[src/rtl/aud_irq_pkg.sv]
`timescale 1ns/1ps
package aud_irq_pkg;
    // register word offsets
    localparam int unsigned OFS_STATUS = 0;
    localparam int unsigned OFS_EVMASK = 1;
    localparam int unsigned OFS_MASK   = 2;
    localparam int unsigned OFS_RESET  = 3;
    // reset-control field positions
    localparam int unsigned RB_GLB = 0;
    localparam int unsigned RB_INT = 4;
    localparam int unsigned RB_PA  = 8;
    localparam int unsigned RB_PB  = 12;

    typedef enum logic [1:0] {
        ST_RUN      = 2'd0,
        ST_INT_HOLD = 2'd1,
        ST_GLB_HOLD = 2'd2,
        ST_ALL_HOLD = 2'd3
    } rst_state_t;
endpackage

[src/rtl/aud_irq_src_cell.sv]
`timescale 1ns/1ps
module aud_irq_src_cell (
    input  logic clk,
    input  logic rst_n,
    input  logic req_i,
    input  logic hold_i,
    input  logic wr_i,
    input  logic keep_i,
    output logic status_o
);
    logic req_q;
    logic stat_q;
    logic rise;

    assign rise = req_i & ~req_q;

    always_ff @(posedge clk or negedge rst_n) begin
        if (!rst_n) begin
            req_q  <= 1'b0;
            stat_q <= 1'b0;
        end else begin
            req_q <= req_i;
            if (hold_i)
                stat_q <= 1'b0;
            else if (rise)
                stat_q <= 1'b1;
            else if (wr_i && !keep_i)
                stat_q <= 1'b0;
        end
    end

    assign status_o = stat_q;
endmodule

[src/rtl/aud_irq_rst_ctrl.sv]
`timescale 1ns/1ps
module aud_irq_rst_ctrl
    import aud_irq_pkg::*;
(
    input  logic clk,
    input  logic rst_n,
    input  logic wr_i,
    input  logic glb_rel_i,
    input  logic int_rel_i,
    output logic status_hold_o,
    output logic cfg_hold_o,
    output logic glb_rb_o,
    output logic int_rb_o
);
    rst_state_t state_q;
    rst_state_t state_d;

    always_comb begin
        state_d = state_q;
        if (wr_i) begin
            unique case ({glb_rel_i, int_rel_i})
                2'b11: state_d = ST_RUN;
                2'b10: state_d = ST_INT_HOLD;
                2'b01: state_d = ST_GLB_HOLD;
                2'b00: state_d = ST_ALL_HOLD;
                default: state_d = state_q;
            endcase
        end
    end

    always_ff @(posedge clk or negedge rst_n) begin
        if (!rst_n)
            state_q <= ST_RUN;
        else
            state_q <= state_d;
    end

    always_comb begin
        status_hold_o = 1'b0;
        cfg_hold_o    = 1'b0;
        glb_rb_o      = 1'b1;
        int_rb_o      = 1'b1;
        unique case (state_q)
            ST_RUN: begin
            end
            ST_INT_HOLD: begin
                status_hold_o = 1'b1;
                int_rb_o      = 1'b0;
            end
            ST_GLB_HOLD: begin
                status_hold_o = 1'b1;
                cfg_hold_o    = 1'b1;
                glb_rb_o      = 1'b0;
            end
            ST_ALL_HOLD: begin
                status_hold_o = 1'b1;
                cfg_hold_o    = 1'b1;
                glb_rb_o      = 1'b0;
                int_rb_o      = 1'b0;
            end
            default: begin
            end
        endcase
    end
endmodule

[src/rtl/aud_irq_merge.sv]
`timescale 1ns/1ps
module aud_irq_merge
    import aud_irq_pkg::*;
#(
    parameter int unsigned NUM_SRC    = 4,
    parameter int unsigned SRC_STRIDE = 4,
    parameter int unsigned ADDR_W     = 2,
    parameter int unsigned DATA_W     = 32,
    parameter int unsigned VALID_W    = 24
) (
    input  logic              clk,
    input  logic              rst_n,
    input  logic [NUM_SRC-1:0] req_i,
    input  logic              bus_sel,
    input  logic              bus_wr,
    input  logic [ADDR_W-1:0] bus_addr,
    input  logic [DATA_W-1:0] bus_wdata,
    output logic [DATA_W-1:0] bus_rdata,
    output logic              irq_o,
    output logic              port_a_rst_o,
    output logic              port_b_rst_o
);
    localparam int unsigned MAP_W = NUM_SRC * SRC_STRIDE;

    logic [VALID_W-1:0] wd;
    logic               wdata_unused;
    logic               wr_stat, wr_evm, wr_msk, wr_rst;
    logic [NUM_SRC-1:0] wfield;
    logic [NUM_SRC-1:0] status_q;
    logic [NUM_SRC-1:0] evm_q, msk_q;
    logic               pa_q, pb_q;
    logic               irq_q;
    logic               status_hold, cfg_hold, glb_rb, int_rb;
    logic [MAP_W-1:0]   map_stat, map_evm, map_msk, map_rst;

    assign wd           = bus_wdata[VALID_W-1:0];
    assign wdata_unused = ^bus_wdata;

    assign wr_stat = bus_sel && bus_wr && (bus_addr == ADDR_W'(OFS_STATUS));
    assign wr_evm  = bus_sel && bus_wr && (bus_addr == ADDR_W'(OFS_EVMASK));
    assign wr_msk  = bus_sel && bus_wr && (bus_addr == ADDR_W'(OFS_MASK));
    assign wr_rst  = bus_sel && bus_wr && (bus_addr == ADDR_W'(OFS_RESET));

    always_comb begin
        for (int i = 0; i < NUM_SRC; i++)
            wfield[i] = wd[i*SRC_STRIDE];
    end

    // one capture cell per source
    for (genvar g = 0; g < NUM_SRC; g++) begin : g_src
        aud_irq_src_cell u_cell (
            .clk      (clk),
            .rst_n    (rst_n),
            .req_i    (req_i[g]),
            .hold_i   (status_hold),
            .wr_i     (wr_stat),
            .keep_i   (wfield[g]),
            .status_o (status_q[g])
        );
    end

    aud_irq_rst_ctrl u_rst (
        .clk           (clk),
        .rst_n         (rst_n),
        .wr_i          (wr_rst),
        .glb_rel_i     (wd[RB_GLB]),
        .int_rel_i     (wd[RB_INT]),
        .status_hold_o (status_hold),
        .cfg_hold_o    (cfg_hold),
        .glb_rb_o      (glb_rb),
        .int_rb_o      (int_rb)
    );

    always_ff @(posedge clk or negedge rst_n) begin
        if (!rst_n) begin
            evm_q <= '0;
            msk_q <= '0;
        end else if (cfg_hold) begin
            evm_q <= '0;
            msk_q <= '0;
        end else begin
            if (wr_evm) evm_q <= wfield;
            if (wr_msk) msk_q <= wfield;
        end
    end

    always_ff @(posedge clk or negedge rst_n) begin
        if (!rst_n) begin
            pa_q <= 1'b1;
            pb_q <= 1'b1;
        end else if (wr_rst) begin
            pa_q <= wd[RB_PA];
            pb_q <= wd[RB_PB];
        end
    end

    always_ff @(posedge clk or negedge rst_n) begin
        if (!rst_n)
            irq_q <= 1'b0;
        else
            irq_q <= !status_hold && (|(status_q & evm_q & msk_q));
    end

    assign irq_o        = irq_q;
    assign port_a_rst_o = ~pa_q | cfg_hold;
    assign port_b_rst_o = ~pb_q | cfg_hold;

    always_comb begin
        map_stat = '0;
        map_evm  = '0;
        map_msk  = '0;
        map_rst  = '0;
        for (int i = 0; i < NUM_SRC; i++) begin
            map_stat[i*SRC_STRIDE] = status_q[i];
            map_evm[i*SRC_STRIDE]  = evm_q[i];
            map_msk[i*SRC_STRIDE]  = msk_q[i];
        end
        map_rst[RB_GLB] = glb_rb;
        map_rst[RB_INT] = int_rb;
        map_rst[RB_PA]  = pa_q;
        map_rst[RB_PB]  = pb_q;
    end

    always_comb begin
        bus_rdata = '0;
        if (bus_sel) begin
            case (bus_addr)
                ADDR_W'(OFS_STATUS): bus_rdata = DATA_W'(map_stat);
                ADDR_W'(OFS_EVMASK): bus_rdata = DATA_W'(map_evm);
                ADDR_W'(OFS_MASK):   bus_rdata = DATA_W'(map_msk);
                ADDR_W'(OFS_RESET):  bus_rdata = DATA_W'(map_rst);
                default:             bus_rdata = '0;
            endcase
        end
    end
endmodule

[config.mk]
export PLATFORM = sky130hd
export DESIGN_NAME = aud_irq_merge
export DESIGN_NICKNAME = d
export VERILOG_FILES = /design/src/rtl/aud_irq_pkg.sv /design/src/rtl/aud_irq_src_cell.sv /design/src/rtl/aud_irq_rst_ctrl.sv /design/src/rtl/aud_irq_merge.sv
export SDC_FILE = /design/constraint.sdc
export NUM_CORES = 1
export LEC_CHECK = 0
export BUFFER_PORTS_ARGS = -buffer_cell sky130_fd_sc_hd__buf_2
export CORE_MARGIN = 2
export CORE_UTILIZATION = 45
export DETAILED_ROUTE_END_ITERATION = 12
export PLACE_DENSITY = 0.83
export SLEW_MARGIN = 20
export SYNTH_ARGS = -nofsm -noshare
export SYNTH_HDL_FRONTEND = slang
export SYNTH_HIERARCHICAL = 1
export SYNTH_SLANG_ARGS = --single-unit
[constraint.sdc]
create_clock -name clk -period 3.4 [get_ports clk]
set_clock_uncertainty 0.1 [all_clocks]
set_input_delay 0.68 -clock clk [delete_from_list [all_inputs] [get_ports clk]]
set_output_delay 0.68 -clock clk [all_outputs]
set_load 0.01 [all_outputs]
==> impl_metrics.json <==
{
  "cp-start-kind": "flip-flop",
  "clockBufferDepth": 2,
  "p_sw_frac": 0.299,
  "vias": 796,
  "yosys.area.top_type": "dfrtp_1",
  "power_frac_seq": 0.572,
  "switchingPower_mw": 0.152,
  "diodes": 0,
  "vias_per_cell": 4.88,
  "die_y_um": 56.3,
  "p_int_mw": 0.357,
  "fp.dieW_um": 56.3,
  "slew-limit-headroom": 0.668,
  "ff2ff_path_depth": 4,
  "use_met1": 0.181,
  "min_period_ns": 2.51,
  "setup-violations-final": 0,
  "place_congestion": 0.821,
  "cts.sinks": 21,
  "post_cts_buffers": 0,
  "placed_cell_area_um2": 1220,
  "max_freq_ghz": 0.399,
  "cts_resized": 0,
  "drc": 0,
  "grt_pass1_wl_um": 3460,
  "drv_cap": 0,
  "syn_to_final_growth_pct": 1.73,
  "die-area_um2": 3160,
  "drt-initial-drc-count": 11,
  "finalWorstSetupSlack_ns": 0.894,
  "io_buffers": 20,
  "fin_tns_setup_ns": 0,
  "synth.avg_cell_area_um2": 10.7,
  "placedCellCount": 159,
  "synth_top_area_frac": 0.387,
  "power_mw": 0.509,
  "worstPathMaxFanout": 11,
  "r2r_setup_slack_ns": 2.00,
  "clockRootBuffer": "clkbuf_4",
  "start_util": 0.487,
  "ios": 77,
  "final_cell_count_no_fill": 163,
  "r2r-end": "g_src[2].u_cell/status_o",
  "h-tree-depth": 1,
  "cts_buffers": 3,
  "status": "finished clean",
  "cp.arrival_ns": 1.73,
  "ant_nets": 0,
  "pwr-share-clk": 0.234,
  "required_ns": 2.62,
  "period_share": 0.737,
  "worstSkewPairLatency_ns": 0.31,
  "grt.total_usage": 0.138,
  "crit_type": "reg -> out",
  "synthTopCellsByArea": "dfrtp_1, buf_4, mux2i_1, mux4_2, dfstp_2",
  "multiInputGateArea_um2": 531,
  "p_comb_frac": 0.194,
  "cts_hold_buffers": 0,
  "ys.warnings.count": 6,
  "syn-cell-area_um2": 1230,
  "hold_path_class": "in -> async",
  "rows": 18,
  "drive_gt1_frac": 0.248,
  "top_usage_layer": "met2",
  "rsz0062_at_grt": "false",
  "slew_viol_final": 0,
  "r2r-start": "u_rst/state_q[1]",
  "seq_area_um2": 528,
  "hold_viol": 0,
  "drt_wl_total_um": 1960,
  "netlist_instances": 115,
  "stdcell_area_um2": 1250,
  "grt_max_degree": 22,
  "fillers": 255,
  "overflow": 0,
  "ys_seq_elements": 21,
  "cts.clk_slew.worst_paths_ns": 0.11,
  "grtUsageMet2": 0.220,
  "grtUsageMet3": 0.0300,
  "p_leak_nw": 0.694,
  "power_per_cell_area_nw_per_um2": 407,
  "tightestPinTransition_ns": 0.494,
  "grt_pass1_vias": 753,
  "detailedPlacementHpwl_um": 1540,
  "netlist-cell-type-count": 23,
  "ir_drop_mv": 0.319,
  "place_ws_ns": 0.925,
  "core_area_um2": 2520,
  "cp-end-kind": "output port",
  "ys_seq_area_frac": 0.430,
  "dr.pass1.iters": 4,
  "antenna_found_initial": 0,
  "fin_nets": 176,
  "post_drt_wl_per_cell_um": 12.0,
  "cts_tree": "done"
}
==> kinds of logic after synthesis <==
kind of cell           count (synthesis)  share of synthesized area
buffers and inverters                 40                      0.221
DFF                                   21                      0.430
other                                  1                    0.00305
AOI/OAI and AO/OA                      6                     0.0428
muxes                                 16                      0.173
and+or+nand+nor                       31                      0.130
==> state kept, by name, summed over array words and instances, names as in the netlist <==
| signal | count |
|---|---|
| evm_q | 4 |
| g_src.u_cell/req_q | 4 |
| g_src.u_cell/status_o | 4 |
| msk_q | 4 |
| u_rst/state_q | 2 |
| irq_o | 1 |
| pa_q | 1 |
| pb_q | 1 |
==> power groups by stage <==
stage	clock network (mW)	logic [mW]	registers (mW)
after CTS	0.123	0.0993	0.291
final	0.119	0.0987	0.291
after global routing	0.131	0.112	0.296
after detailed placement	0	0.0986	0.296
after floorplan	0	0.102	0.286
after global placement	0	0.0960	0.296
==> metrics by stage <==
stage,util,hold slack (ns)
floorplan,-,0.284
global placement,0.485,0.418
detailed placement,0.485,0.438
CTS,0.496,0.209
global route,0.496,0.214
finish,0.496,0.200
==> worst max-delay path by stage <==
stage                              end  slack, ns              from  depth (start not counted)
final                     bus_rdata[0]       0.89  u_rst/state_q[1]                          4
after global routing      bus_rdata[0]       0.80  u_rst/state_q[1]                          4
after CTS                 bus_rdata[0]       0.89  u_rst/state_q[1]                          4
after detailed placement  bus_rdata[4]       0.92       bus_addr[0]                          4
after global placement    bus_rdata[4]       0.93       bus_addr[0]                          4
after floorplan           bus_rdata[4]       1.17       bus_addr[0]                          3
==> routing by layer <==
layer	vias to the layer above	part of all wire
met5	-	0
met2	47	0.47
li1	368	-
met4	0	0.018
met1	376	0.41
met3	5	0.098
==> critical path: stages (launching register included) <==
cell and delay, ns:
dfrtp_1 0.57, inv_2 0.09, mux4_2 0.47, and2_1 0.16
buf_2 0.13
==> layout by cell type, fill, tap and decap left out <==
| cell | n |
|---|---|
| clkinv_2 | 1 |
| dfstp_2 | 2 |
| mux2i_1 | 10 |
| a31oi_1 | 2 |
| conb_1 | 28 |
| nand4_1 | 1 |
| nand4b_1 | 2 |
| nand2b_1 | 6 |
| mux2_2 | 2 |
| nand2_1 | 2 |
| inv_1 | 6 |
| inv_2 | 1 |
| dfrtp_1 | 19 |
| mux4_2 | 4 |
| nor2_1 | 12 |
| clkbuf_4 | 3 |
| a32o_1 | 4 |
| buf_2 | 20 |
| and2_1 | 4 |
| nand3_1 | 2 |
| and3_1 | 1 |
| nor3_1 | 1 |
==> synth_stat cells, drive strengths merged <==
cell type / number
a31oi: 2
a32o: 4
and2: 4
and3: 1
buf: 31
clkbuf: 2
conb: 1
dfrtp: 19
dfstp: 2
inv: 7
mux2: 2
mux2i: 10
mux4: 4
nand2: 2
nand2b: 6
nand3: 2
nand4: 1
nand4b: 2
nor2: 12
nor3: 1
==> final cells by class <==
type,count,area share
multi-input combinational,81,0.424
sequential,21,0.422
timing repair buffer,20,0.0801
tap,30,0.0300
inverter,7,0.0210
clock buffer,3,0.0180
clock inverter,1,0.00400
(Power assumes the default switching activity.)
